===== src/rtl/dly_timer_pkg.sv =====
package dly_timer_pkg;

    localparam int DLY_EXP_W  = 3;
    localparam int DLY_WORD_W = 32;
    localparam int GO_POS     = 16;
    localparam int EXP_LO     = 17;
    localparam int DONE_POS   = 20;

    typedef logic [DLY_EXP_W-1:0] dly_exp_t;

    typedef struct packed {
        logic     go;
        dly_exp_t exp;
    } dly_cmd_t;

    // Packed order matches the status word bits 20..16
    typedef struct packed {
        logic     done;
        dly_exp_t exp;
        logic     busy;
    } dly_stat_t;

    function automatic dly_cmd_t dly_decode(input logic [DLY_WORD_W-1:0] w);
        dly_cmd_t c;
        c.go  = w[GO_POS];
        c.exp = w[EXP_LO +: DLY_EXP_W];
        return c;
    endfunction

    function automatic logic [DLY_WORD_W-1:0] dly_pack(input dly_stat_t s);
        logic [DLY_WORD_W-1:0] w;
        w = '0;
        w[GO_POS +: $bits(dly_stat_t)] = s;
        return w;
    endfunction

endpackage


===== src/rtl/dly_ctrl.sv =====
module dly_ctrl
    import dly_timer_pkg::*;
(
    input  logic     clk,
    input  logic     rst,
    input  logic     wr_en,
    input  dly_cmd_t cmd,
    input  logic     expire,
    output logic     load,
    output dly_exp_t exp_q,
    output logic     done_q
);

    assign load = wr_en & cmd.go;

    always_ff @(posedge clk) begin
        if (rst) begin
            exp_q  <= '0;
            done_q <= 1'b0;
        end else if (load) begin
            exp_q  <= cmd.exp;
            done_q <= 1'b0;
        end else if (expire) begin
            done_q <= 1'b1;
        end
    end

    // a go write clears the flag
    a_r6_done_clears: assert property (@(posedge clk) disable iff (rst)
        load |=> !done_q);

    // the flag is sticky without a go write
    a_r5_done_sticky: assert property (@(posedge clk) disable iff (rst)
        done_q && !load |=> done_q);

    // expiry raises the flag
    a_r3_expire_sets: assert property (@(posedge clk) disable iff (rst)
        expire |=> done_q);

    // the exponent only changes on a go write
    a_r8_exp_hold: assert property (@(posedge clk) disable iff (rst)
        !load |=> exp_q == $past(exp_q));

endmodule


===== src/rtl/dly_downcount.sv =====
module dly_downcount #(
    parameter int CNT_W = 13
) (
    input  logic             clk,
    input  logic             rst,
    input  logic             load,
    input  logic [CNT_W-1:0] span,
    output logic             running,
    output logic             expire
);

    logic [CNT_W-1:0] cnt;

    always_ff @(posedge clk) begin
        if (rst) begin
            cnt     <= '0;
            running <= 1'b0;
        end else if (load) begin
            cnt     <= span - CNT_W'(1);
            running <= 1'b1;
        end else if (running) begin
            if (cnt == '0) running <= 1'b0;
            else           cnt     <= cnt - CNT_W'(1);
        end
    end

    assign expire = running & (cnt == '0) & ~load;

    // a load (restart included) reloads the full span
    a_r7_reload: assert property (@(posedge clk) disable iff (rst)
        load |=> running && (cnt == $past(span) - CNT_W'(1)));

    // one step per cycle while running
    a_r3_step: assert property (@(posedge clk) disable iff (rst)
        running && (cnt != '0) && !load |=> running && (cnt == $past(cnt) - CNT_W'(1)));

    // busy drops when the count expires
    a_r5_busy_drop: assert property (@(posedge clk) disable iff (rst)
        expire |=> !running);

endmodule


===== src/rtl/exp_delay_timer.sv =====
module exp_delay_timer
    import dly_timer_pkg::*;
#(
    parameter int BASE_COUNT = 50
) (
    input  logic        clk,
    input  logic        rst,
    input  logic        wr_en,
    input  logic [31:0] wr_data,
    output logic [31:0] rd_data
);

    localparam int MAX_SPAN = BASE_COUNT << ((1 << DLY_EXP_W) - 1);
    localparam int CNT_W    = $clog2(MAX_SPAN + 1);

    dly_cmd_t         cmd;
    logic             load;
    logic             expire;
    logic             running;
    logic             done_q;
    dly_exp_t         exp_q;
    logic [CNT_W-1:0] span;
    dly_stat_t        stat;

    assign cmd  = dly_decode(wr_data);
    assign span = CNT_W'(BASE_COUNT) << cmd.exp;

    // Bits outside the control fields are intentionally dropped
    logic unused_wr_bits;
    assign unused_wr_bits = ^{wr_data[31:21], wr_data[20], wr_data[15:0]};

    dly_ctrl u_ctrl (
        .clk    (clk),
        .rst    (rst),
        .wr_en  (wr_en),
        .cmd    (cmd),
        .expire (expire),
        .load   (load),
        .exp_q  (exp_q),
        .done_q (done_q)
    );

    dly_downcount #(.CNT_W(CNT_W)) u_count (
        .clk     (clk),
        .rst     (rst),
        .load    (load),
        .span    (span),
        .running (running),
        .expire  (expire)
    );

    always_comb begin
        stat.done = done_q;
        stat.exp  = exp_q;
        stat.busy = running;
    end

    assign rd_data = dly_pack(stat);

    // reset leaves a zero status word
    a_r1_reset_clear: assert property (@(posedge clk)
        rst |=> rd_data == '0);

    // busy and done are never both set
    a_r2_busy_done_excl: assert property (@(posedge clk) disable iff (rst)
        !(rd_data[GO_POS] && rd_data[DONE_POS]));

endmodule


===== config.mk =====
export PLATFORM = sky130hd
export DESIGN_NAME = exp_delay_timer
export DESIGN_NICKNAME = d
export VERILOG_FILES = /design/src/rtl/dly_timer_pkg.sv /design/src/rtl/dly_ctrl.sv /design/src/rtl/dly_downcount.sv /design/src/rtl/exp_delay_timer.sv
export SDC_FILE = /design/constraint.sdc
export NUM_CORES = 1
export LEC_CHECK = 0
export BUFFER_PORTS_ARGS = -buffer_cell sky130_fd_sc_hd__buf_2
export CAP_MARGIN = 20
export CORE_MARGIN = 2
export CORE_UTILIZATION = 44
export DETAILED_ROUTE_END_ITERATION = 12
export GPL_ROUTABILITY_DRIVEN = 0
export PLACE_DENSITY_LB_ADDON = 0.1
export SYNTH_ARGS = -nofsm -noshare
export SYNTH_HDL_FRONTEND = slang
export SYNTH_SLANG_ARGS = --single-unit

===== constraint.sdc =====
create_clock -name clk -period 5.45 [get_ports clk]
set_input_delay 1.09 -clock clk [delete_from_list [all_inputs] [get_ports clk]]
set_output_delay 1.09 -clock clk [all_outputs]
set_load 0.01 [all_outputs]

# After elaboration in Yosys (flattened, before gate mapping)
# Cells that the tools add are included.
# totals
ff_bits	18
latch_bits	0
ram_bits	0
romBits	0
in_bits	35
out_inout_bits	32
word_cells	22
mem_count	0
# classes
n_addsub	2
n_mul	0
div_mod_pow	0
order_cmp	0
eq_ne	1
shifts	1
muxes	6
n_bitwise	4
reduce_logical	4
# op_table
operator	count
$mux 13	3
$sub 13x1->13 const B	2
$logic_not 13->1	1
$shl 6x3->13 const A	1
$and 1x1->1	3
$mux 1	3
$ne 2x1->1 const B	1
$reduce_and 2->1	1
$reduce_bool 2->1	1
$reduce_or 2->1	1
$not 1->1	1

# Depth between registers and ports, before layout
# Gate-level depths: netlist of the first run.
# depth
word_depth	4
depth_mapped	7
ltp_nobuf	7

# Cells and area by module
# A second synthesis of the first run with hierarchy kept.
# unflattened
hier_cells	193
area_unflattened_um2	1584.0
# modules_own_cells
module	instances	cells_per_inst	area_each_um2	seq_area_each_um2
dly_downcount	1	125	1027.2	280.3
exp_delay_timer	1	52	394.1	0.0
dly_ctrl	1	16	162.7	80.1

# Worst setup path after synthesis of the first run
# No wires, ideal clock.
# synth_timing
path_kind	input to register
from	in wr_data[18]
to	reg u_count.cnt[10]
setup_ps	79
t_arrival_ps	2797
t_required_ps	5371
slack_ps	2573
stages	7
n_path_buf	0
cell_sequence	inv_1 > ha_1 > and4b_4 > a2111oi_4 > nand4_2 > o311a_1 > a211oi_2
# synth_via
elab_chain_cells	3
# synth_rtl
element	line	text
start, declared	exp_delay_timer.sv:9	input logic [31:0] wr_data,
$shl 6x3->13	exp_delay_timer.sv:26	assign span = CNT_W'(BASE_COUNT) << cmd.exp;
$sub 13x1->13	dly_downcount.sv:19	cnt <= span - CNT_W'(1);
$mux 13	dly_downcount.sv:18	end else if (load) begin
end signal, assigned	dly_downcount.sv:19	
end signal, assigned	dly_downcount.sv:23	else cnt <= cnt - CNT_W'(1);
end, declared	dly_downcount.sv:12	logic [CNT_W-1:0] cnt;
# No other way between the ends.
# A chain may end at the register's enable or synchronous reset.

# Worst setup path in the final report of the first run
# layout_timing
from	in wr_data[16]
to	reg u_count.cnt[10]
# layout_via
elab_chain_cells	3
# layout_rtl
element	line	text
$and 1x1->1 *	dly_ctrl.sv:14	assign load = wr_en & cmd.go;
$ne 2x1->1 (no line) or $reduce_bool 2->1 (tied branches)	-	
$reduce_and 2->1 (no line)	-	
# Every way passes the cells marked *; elsewhere a longest branch is shown, timed or not.

==> results.toml, run 1 <==
[layout]
layout.cells.non_filler = 235
register_area_um2 = 360
drive_gt1_share_pct = 13.8
insertedDiodeCount = 0
fill_cells = 340
final_net_count = 232
area_growth_pct = -1.09
multi_input_area_um2 = 947

[critical_path]
start_kind = "primary input"
cp.arrival_ns = 3.25
crit_type = "primary input to flop"
r2r_end = "u_count.cnt[5]$_SDFFE_PP0P_"
critPathMaxFanout = 14
cp.required_ns = 5.68
reg2reg_depth = 4
end_kind = "flop"
r2r-start = "u_count.cnt[6]$_SDFFE_PP0P_"
r2r_slack_ns = 3.12

[drt]
post_drt_wl_per_cell_um = 13.6
post_drt_via_cell_ratio = 5.39
drt_iter0_markers = 83
first_pass_iters = 4
totalWireLength_um = 3190
ant_nets = 0
vias = 1266
drc_errors = 0

[die]
die_height_um = 62.1
rows = 21
dieArea_um2 = 3860
pin_count = 67
coreArea_um2 = 3280
initial_core_util_pct = 45.3
die_w_um = 62.1

[pwr]
ir_worst_vdd_uv = 69.5
power.density_nw_per_um2 = 262
p_leak_nw = 0.625

[grt]
antenna_found_initial = 0
grt_pass1_vias = 1175
grt_first_pass_wirelength_um = 5350
track_usage_pct = 16.8
grt_max_degree = 19
grt_overflow = 0

[synth]
async_reset_ff_share_pct = 0
synth-main-ff-cell = "dfxtp_1"
synth_area_leader_cell = "dfxtp_1"
ys_types = 51
synth-edff-count = 0
seq_area_frac_synth_pct = 24.2
syn-cell-area_um2 = 1490
ys_ff_latch = 18
syn_inst = 186
yosys.area.top_type_share_pct = 24.2
avgSynthCellArea_um2 = 8.00
synth_area_leaders = "dfxtp_1, buf_4, ha_1"
yosysWarnings = 0

[clock_tree]
htreeDepth = 1
cts_tree = "done"
cts_made_buffers = 3
cts.reportedPaths.clkPinSlew_ns = 0.11
ctsResizeCount = 0
clockRootBuffer = "clkbuf_4"
clock_sinks = 18
cts.path.max_buffers = 2
post-cts-setup-buffer-count = 0
clock_latency_ns = 0.29
ctsHoldBuffers = 0

[worst_hold_path]
hold_depth = 2
hold_end = "u_ctrl.exp_q[2]$_SDFFE_PP0P_"
worstHoldPathType = "flop to flop"
min_from = "u_ctrl.exp_q[2]$_SDFFE_PP0P_"

[placement]
hpwl_um = 2410
dp_cells = 231
numPortBuffers = 11

[timing]
setup_viol = 0
fin_crit_sh_pct = 55.5
rsz0062_at_grt = "no"
max_slew_margin_pct = 59.9
slew_violations = 0
fmax_mhz = 331
skew_ns = 0.00241
tns_ns = 0
worstMarginPinSlew_ns = 0.601
hold_viol = 0
finalCriticalPeriod_ns = 3.03

[run_status]
status = "finished clean"

[flow_run]
maxCapViolations = 0
[worst max path at each step]
stage / cells after the start / end / startpoint
after CTS: 8 / u_count.cnt[10]$_SDFFE_PP0P_ / wr_data[18]
after global routing: 6 / u_count.cnt[9]$_SDFFE_PP0P_ / wr_en
after detailed placement: 8 / u_count.cnt[10]$_SDFFE_PP0P_ / wr_data[18]
final: 6 / u_count.cnt[10]$_SDFFE_PP0P_ / wr_data[16]
after global placement: 6 / u_count.cnt[10]$_SDFFE_PP0P_ / wr_data[16]
after floorplan: 7 / u_count.cnt[10]$_SDFFE_PP0P_ / wr_data[18]
[power breakdown]
| group | switching, mW | internal [mW] |
|---|---|---|
| Combinational | 0.0884 | 0.0539 |
| Sequential | 0.0125 | 0.146 |
| Clock | 0.0447 | 0.0407 |
[cell families (layout without fill, tap and decap cells)]
kind of cell / count (synthesis) / after routing / share of synthesized area, %
simple gates: 66 / 66 / 24.3
compound gates: 48 / 48 / 24.3
buf+inv: 42 / 19 / 18.7
flops: 18 / 18 / 24.2
fa+ha+maj: 7 / 7 / 5.89
xor+xnor: 4 / 4 / 2.36
other cells: 1 / 27 / 0.252
[critical path, cell delays in order]
cell and delay (ns):
buf_2 0.22, nand2_1 0.39, a2111oi_4 0.63, nand4_2 0.31, o311a_1 0.43, a211oi_2 0.18
[area by class of cell]
class / instances / share of cell area (%)
flip-flops and latches: 18 / 24.5
inverters: 4 / 1.02
clock buffers: 4 / 2.47
multi-input cells: 152 / 64.4
repair buffers: 11 / 3.74
well taps: 46 / 3.91
[registers in the layout, summed over array words and instances (netlist names)]
register         flops
u_count.cnt         13
u_count.running      1
u_ctrl.done_q        1
u_ctrl.exp_q         3
[cell usage after synthesis (3+ instances only)]
cell type,instances
nand3_1,4
a31oi_1,6
ha_1,7
and2_1,3
nor2_1,9
nand2_1,23
nand2b_1,4
nor3_1,3
inv_1,4
buf_2,3
dfxtp_1,18
or3_1,4
buf_4,31
a21oi_1,17
clkbuf_1,3
[through the flow]
step / utilization (%) / hold slack [ns] / worst slack (ns) / total power, mW / instance area, um^2
5_1_grt: 44.8 / 0.494 / 2.30 / 0.414 / 1470
2_1_floorplan: - / 0.437 / 2.57 / 0.289 / 1590
6_report: 44.8 / 0.460 / 2.42 / 0.386 / 1470
3_5_place_dp: 43.7 / 0.449 / 2.12 / 0.303 / 1440
3_3_place_gp: 43.7 / 0.447 / 2.13 / 0.300 / 1440
4_1_cts: 44.8 / 0.465 / 2.43 / 0.387 / 1470
[per-layer routing]
layer | track usage [%] | routed length [um]
met4 | 5.00 | 34
met5 | 0 | 0
met3 | 1.81 | 156
met1 | 21.4 | 1490
met2 | 29.9 | 1510
[placed cells by master (no fill, tap or decap), types with 6 or more instances in the layout]
cell type and count:
ha_1 7, a31oi_1 6, buf_2 11, conb_1 27, nand2_1 23, dfxtp_1 18, nor2_1 9, a21oi_1 17
No activity file was read; power rests on OpenSTA's default activity.
==> run 2, diff against run 1 <==
--- a/config.mk
+++ b/config.mk
@@ -8,7 +8,7 @@
 export BUFFER_PORTS_ARGS = -buffer_cell sky130_fd_sc_hd__buf_2
 export CAP_MARGIN = 20
 export CORE_MARGIN = 2
-export CORE_UTILIZATION = 44
+export CORE_UTILIZATION = 43
 export DETAILED_ROUTE_END_ITERATION = 12
 export GPL_ROUTABILITY_DRIVEN = 0
 export PLACE_DENSITY_LB_ADDON = 0.1
==> constraint.sdc (replaced) <==
create_clock -name clk -period 2.5 [get_ports clk]
set_input_delay 0.5 -clock clk [delete_from_list [all_inputs] [get_ports clk]]
set_output_delay 0.5 -clock clk [all_outputs]
set_load 0.01 [all_outputs]
==> run 2 against run 1 <==
Die area up 2.2%. Power grew 120%. Largest cell class unchanged. Routed wire length rose by 2.3%. Core utilization rose by 1.6 points. Count of clock-buffer cells in the layout is 1 lower. Clock skew rose by 0.0042 ns. Combinational power rose by 150%. Global-route usage is 0.52 points higher. First-iteration DRC count fell by 19%. Critical path depth is 3 higher. Clock power grew 74%.
==> results.toml, run 2 (synthesis results as in run 1) <==
[run_status]
status = "finished clean"

[layout]
finish.instance_area_um2 = 1550
layout.cells.non_filler = 246
area_growth_pct = 4.04
top_regs = "u_count.cnt: 13 flops, u_ctrl.exp_q: 3 flops"
largest_register_ffs = 13
regMostFlops = "u_count.cnt"
drive_gt1_share_pct = 18.5
final_net_count = 244
final_common_cell = "conb_1"
layout_common_cells = "conb_1, nand2_1, dfxtp_1"
insertedDiodeCount = 0
final_util_pct = 46.4

[timing]
fin_crit_sh_pct = 88.7
slew_violations = 0
setup_slack_ns = 0.282
worstMarginPinSlew_ns = 0.549
setup_viol = 0
max_slew_margin_pct = 63.4
holdWs_ns = 0.461
fmax_mhz = 451
skew_ns = 0.00659
rsz0062_at_grt = "no"
hold_viol = 0
tns_ns = 0
finalCriticalPeriod_ns = 2.22

[grt]
antenna_found_initial = 0
grt_overflow = 0
grt_pass1_vias = 1237
grt_first_pass_wirelength_um = 5620
grt_max_degree = 19
track_usage_pct = 17.3

[drt]
drc_errors = 0
totalWireLength_um = 3260
post_drt_via_cell_ratio = 5.24
ant_nets = 0
drt_iter0_markers = 67
vias = 1290
post_drt_wl_per_cell_um = 13.3
first_pass_iters = 4

[placement]
hpwl_um = 2480
place_area_um2 = 1530
numPortBuffers = 11
dp_cells = 243
place_worst_setup_slack_ns = -0.0276

[die]
die_w_um = 62.8
rows = 21
pin_count = 67
coreArea_um2 = 3340
die_height_um = 62.8
dieArea_um2 = 3950
initial_core_util_pct = 44.6

[clock_tree]
ctsResizeCount = 0
post-cts-setup-buffer-count = 0
htreeDepth = 1
cts.reportedPaths.clkPinSlew_ns = 0.11
clock_sinks = 18
cts.path.max_buffers = 2
ctsHoldBuffers = 0
cts_made_buffers = 3
clockRootBuffer = "clkbuf_4"
cts_tree = "done"
clock_latency_ns = 0.30

[critical_path]
cp.required_ns = 2.73
end_kind = "flop"
start_kind = "primary input"
critPathMaxFanout = 5
crit_type = "primary input to flop"
cp.arrival_ns = 2.44

[flow_run]
maxCapViolations = 0

[worst_hold_path]
worstHoldPathType = "flop to flop"

[pwr]
ir_worst_vdd_uv = 157
totalPowerFinal_mw = 0.845
p_leak_nw = 0.674
power.density_nw_per_um2 = 546
## run 2: changes by cell type in the layout (fill, tap and decap cells not counted)
| cell | delta |
|---|---|
| clkbuf_8 | -1 |
| buf_4 | +12 |
## run 2: area by class of cell
| class | count | area [um^2] |
|---|---|---|
| multi-input combinational | 152 | 947 |
| sequential | 18 | 360 |
| clock buffer | 3 | 22.5 |
| inverter | 4 | 15.0 |
| tap | 46 | 57.6 |
| timing repair buffer | 23 | 145 |
| fill | 354 | 1790 |
## run 2: worst paths after layout
path | start | endpoint | slack, ns | cells past startpoint
max reg2reg | u_count.cnt[6]$_SDFFE_PP0P_ | u_count.cnt[10]$_SDFFE_PP0P_ | 0.35 | 5
max | wr_data[17] | u_count.cnt[11]$_SDFFE_PP0P_ | 0.28 | 9
min | u_ctrl.exp_q[2]$_SDFFE_PP0P_ | u_ctrl.exp_q[2]$_SDFFE_PP0P_ | 0.46 | 2
min reg2reg | u_ctrl.exp_q[2]$_SDFFE_PP0P_ | u_ctrl.exp_q[2]$_SDFFE_PP0P_ | 0.46 | 2
## run 2: layer usage
metal / wire, um / global-route usage (%) / up-vias
met4: 68 / 7.78 / 0
met1: 1570 / 22.8 / 604
li1: - / - / 642
met3: 88 / 1.08 / 6
met5: 0 / 0 / -
met2: 1540 / 29.0 / 38
## run 2: power breakdown
part           switching [mW]  internal [mW]  total (mW)
registers              0.0272          0.318       0.346
clock network          0.0921         0.0561       0.148
logic                   0.202          0.149       0.351
## run 2: worst max-delay path: stages
cell and delay, ns:
buf_2 0.13, inv_1 0.10, ha_1 0.31, nor4bb_1 0.08, a2111oi_2 0.47, nand4_2 0.25
buf_4 0.21, or2_1 0.22, o221ai_1 0.17
==> run 3, diff against run 2 <==
--- a/config.mk
+++ b/config.mk
@@ -14,4 +14,5 @@
 export PLACE_DENSITY_LB_ADDON = 0.1
 export SYNTH_ARGS = -nofsm -noshare
 export SYNTH_HDL_FRONTEND = slang
+export SYNTH_HIERARCHICAL = 1
 export SYNTH_SLANG_ARGS = --single-unit
==> run 3 against run 2 <==
Synthesized cell count rose by 3.8%. Combinational power rose by 22%. Final area rose by 24%. Non-clock buffer count rose by 21. Highest routed layer unchanged. Final cell count rose by 14%. Global-route usage rose by 2.0 points. Routed wire length rose by 15%. Critical path depth did not move.
==> results.toml, run 3 <==
[die]
rows = 22
initial_core_util_pct = 43.9
coreArea_um2 = 3610
pin_count = 67
die_height_um = 64.7
die_w_um = 64.7
dieArea_um2 = 4190

[clock_tree]
post-cts-setup-buffer-count = 0
cts_made_buffers = 3
clockRootBuffer = "clkbuf_8"
cts_tree = "done"
ctsHoldBuffers = 0
htreeDepth = 1
clock_latency_ns = 0.26
clock_sinks = 18
cts.reportedPaths.clkPinSlew_ns = 0.08
cts.path.max_buffers = 2

[pwr]
ir_worst_vdd_uv = 239
p_leak_nw = 0.838
power.density_nw_per_um2 = 536
totalPowerFinal_mw = 1.03

[timing]
hold_viol = 0
fin_crit_sh_pct = 97.7
skew_ns = 0.00236
fmax_mhz = 409
tns_ns = 0
setup_slack_ns = 0.0568
rsz0062_at_grt = "no"
slew_violations = 0
finalCriticalPeriod_ns = 2.44
max_slew_margin_pct = 66.5
setup_viol = 0
worstMarginPinSlew_ns = 0.498

[critical_path]
cp.arrival_ns = 2.60
slowest_stage = "or4b_4"
crit_start = "wr_data[18]"
critPathMaxFanout = 5
r2r_slack_ns = 0.53
r2r-start = "u_count/cnt[0]$_SDFFE_PP0P_"
path_cells = "buf_4, inv_2, ha_4, mux2i_2, or4b_4, o22a_1, or3_4, nor4bb_1, a311o_1"
crit_type = "primary input to flop"
start_kind = "primary input"
critPathMaxStageDelay_ns = 0.54
cp.required_ns = 2.65
end_kind = "flop"

[synth]
synth_most_common_cell = "buf_4"
synthMuxAreaShare_pct = 7.90
yosysWarnings = 6
syn-cell-area_um2 = 1580
synth_top_family_by_area = "simple AND/OR/NAND/NOR gates"
async_reset_ff_share_pct = 0
yosys.area.top_type_share_pct = 22.7
synthTopCellsByCount = "buf_4, dfxtp_1, nor2_1, nor4_1, xnor2_1"
syn_inst = 193
ys_ff_latch = 18
synth-xor-area-share_pct = 7.19
synth-edff-count = 0
ys_types = 44
synth-adder-area-share_pct = 3.95
synth_compound_area_share_pct = 13.9
seq_area_frac_synth_pct = 22.7
synth-simple-area-share_pct = 25.9
synth_area_leaders = "dfxtp_1, buf_4, xnor2_1"
avgSynthCellArea_um2 = 8.21
synth_area_leader_cell = "dfxtp_1"
synth-main-ff-cell = "dfxtp_1"

[drt]
post_drt_wl_per_cell_um = 13.3
drc_errors = 0
drt_iter0_markers = 70
first_pass_iters = 4
vias = 1444
ant_nets = 0
totalWireLength_um = 3750
post_drt_via_cell_ratio = 5.14

[run_status]
status = "finished clean"

[grt]
antenna_found_initial = 0
grt_pass1_vias = 1378
grt_overflow = 0
grt_max_degree = 18
grt_first_pass_wirelength_um = 6260
track_usage_pct = 19.3

[worst_hold_path]
worstHoldPathType = "flop to flop"
min_from = "u_ctrl/done_q$_SDFFE_PP0P_"

[layout]
top_regs = "u_count/cnt: 13 flops, u_ctrl/exp_q: 3 flops"
area_growth_pct = 20.8
drive_gt1_share_pct = 31.8
final_common_cell = "buf_4"
layout_common_cells = "buf_4, conb_1, dfxtp_1"
regMostFlops = "u_count/cnt"
final_util_pct = 53.1
largest_register_ffs = 13
insertedDiodeCount = 0
finish.instance_area_um2 = 1910
final_net_count = 274

[placement]
hpwl_um = 2930
place_area_um2 = 1810
numPortBuffers = 11
place_worst_setup_slack_ns = -0.320

[flow_run]
maxCapViolations = 0
-- run 3: cell count changes in the layout (fill, tap and decap cells not counted), moves of 6 or more --
cell / previous run / this run
a21oi_1: 17 / 7
a31oi_1: 6 / 0
buf_4: 12 / 35
mux2i_1: 0 / 7
nand2_1: 23 / 7
nor3_1: 3 / 9
nor4_1: 1 / 8
xnor2_1: 2 / 10
-- run 3: final timing paths --
check	end	cells past startpoint
hold reg to reg	u_ctrl/done_q$_SDFFE_PP0P_	2
setup reg to reg	u_count/cnt[11]$_SDFFE_PP0P_	5
setup / recovery	u_count/cnt[11]$_SDFFE_PP0P_	9
hold / removal	u_ctrl/done_q$_SDFFE_PP0P_	2
-- run 3: power by group --
| part | switching [mW] | internal, mW | total (mW) |
|---|---|---|---|
| sequential | 0.0303 | 0.316 | 0.346 |
| combinational | 0.225 | 0.202 | 0.427 |
| clock | 0.112 | 0.140 | 0.252 |
-- run 3: logic make-up after synthesis --
group,Yosys count
and+or+nand+nor,69
buffers and inverters,44
AOI/OAI and AO/OA,31
DFF,18
xor gates and xnor gates,13
muxes,12
adders and majority gates,5
other,1
-- run 3: routing by layer --
layer,track usage (%),wire [um]
met1,24.5,1750
met2,34.0,1830
met3,2.26,153
met4,5.85,25
met5,0,0
-- run 3: final cells by class --
class / instances / area (um^2)
multi-input cells: 159 / 1100
clock buffers: 4 / 55.1
fillers: 359 / 1690
repair buffers: 44 / 308
inverters: 8 / 30.0
flip-flops and latches: 18 / 360
well taps: 48 / 60.1
-- run 3: what timing repair did --
item,in CTS,in global routing
pin swaps,0,2
setup endpoints to repair,2,4
gates resized for setup,2,11
-- run 3: through the flow --
stage	instances	hold WS [ns]
finish	281	0.503
global route	281	0.549
CTS	281	0.513
detailed placement	277	0.494
global placement	277	0.483
floorplan	221	0.471
-- run 3: critical path, delay by kind of cell --
| family | cells | cell delay (ns) |
|---|---|---|
| simple gates | 3 | 1.05 |
| compound gates | 2 | 0.53 |
| buf+inv | 2 | 0.17 |
| fa+ha+maj | 1 | 0.27 |
| mux | 1 | 0.08 |
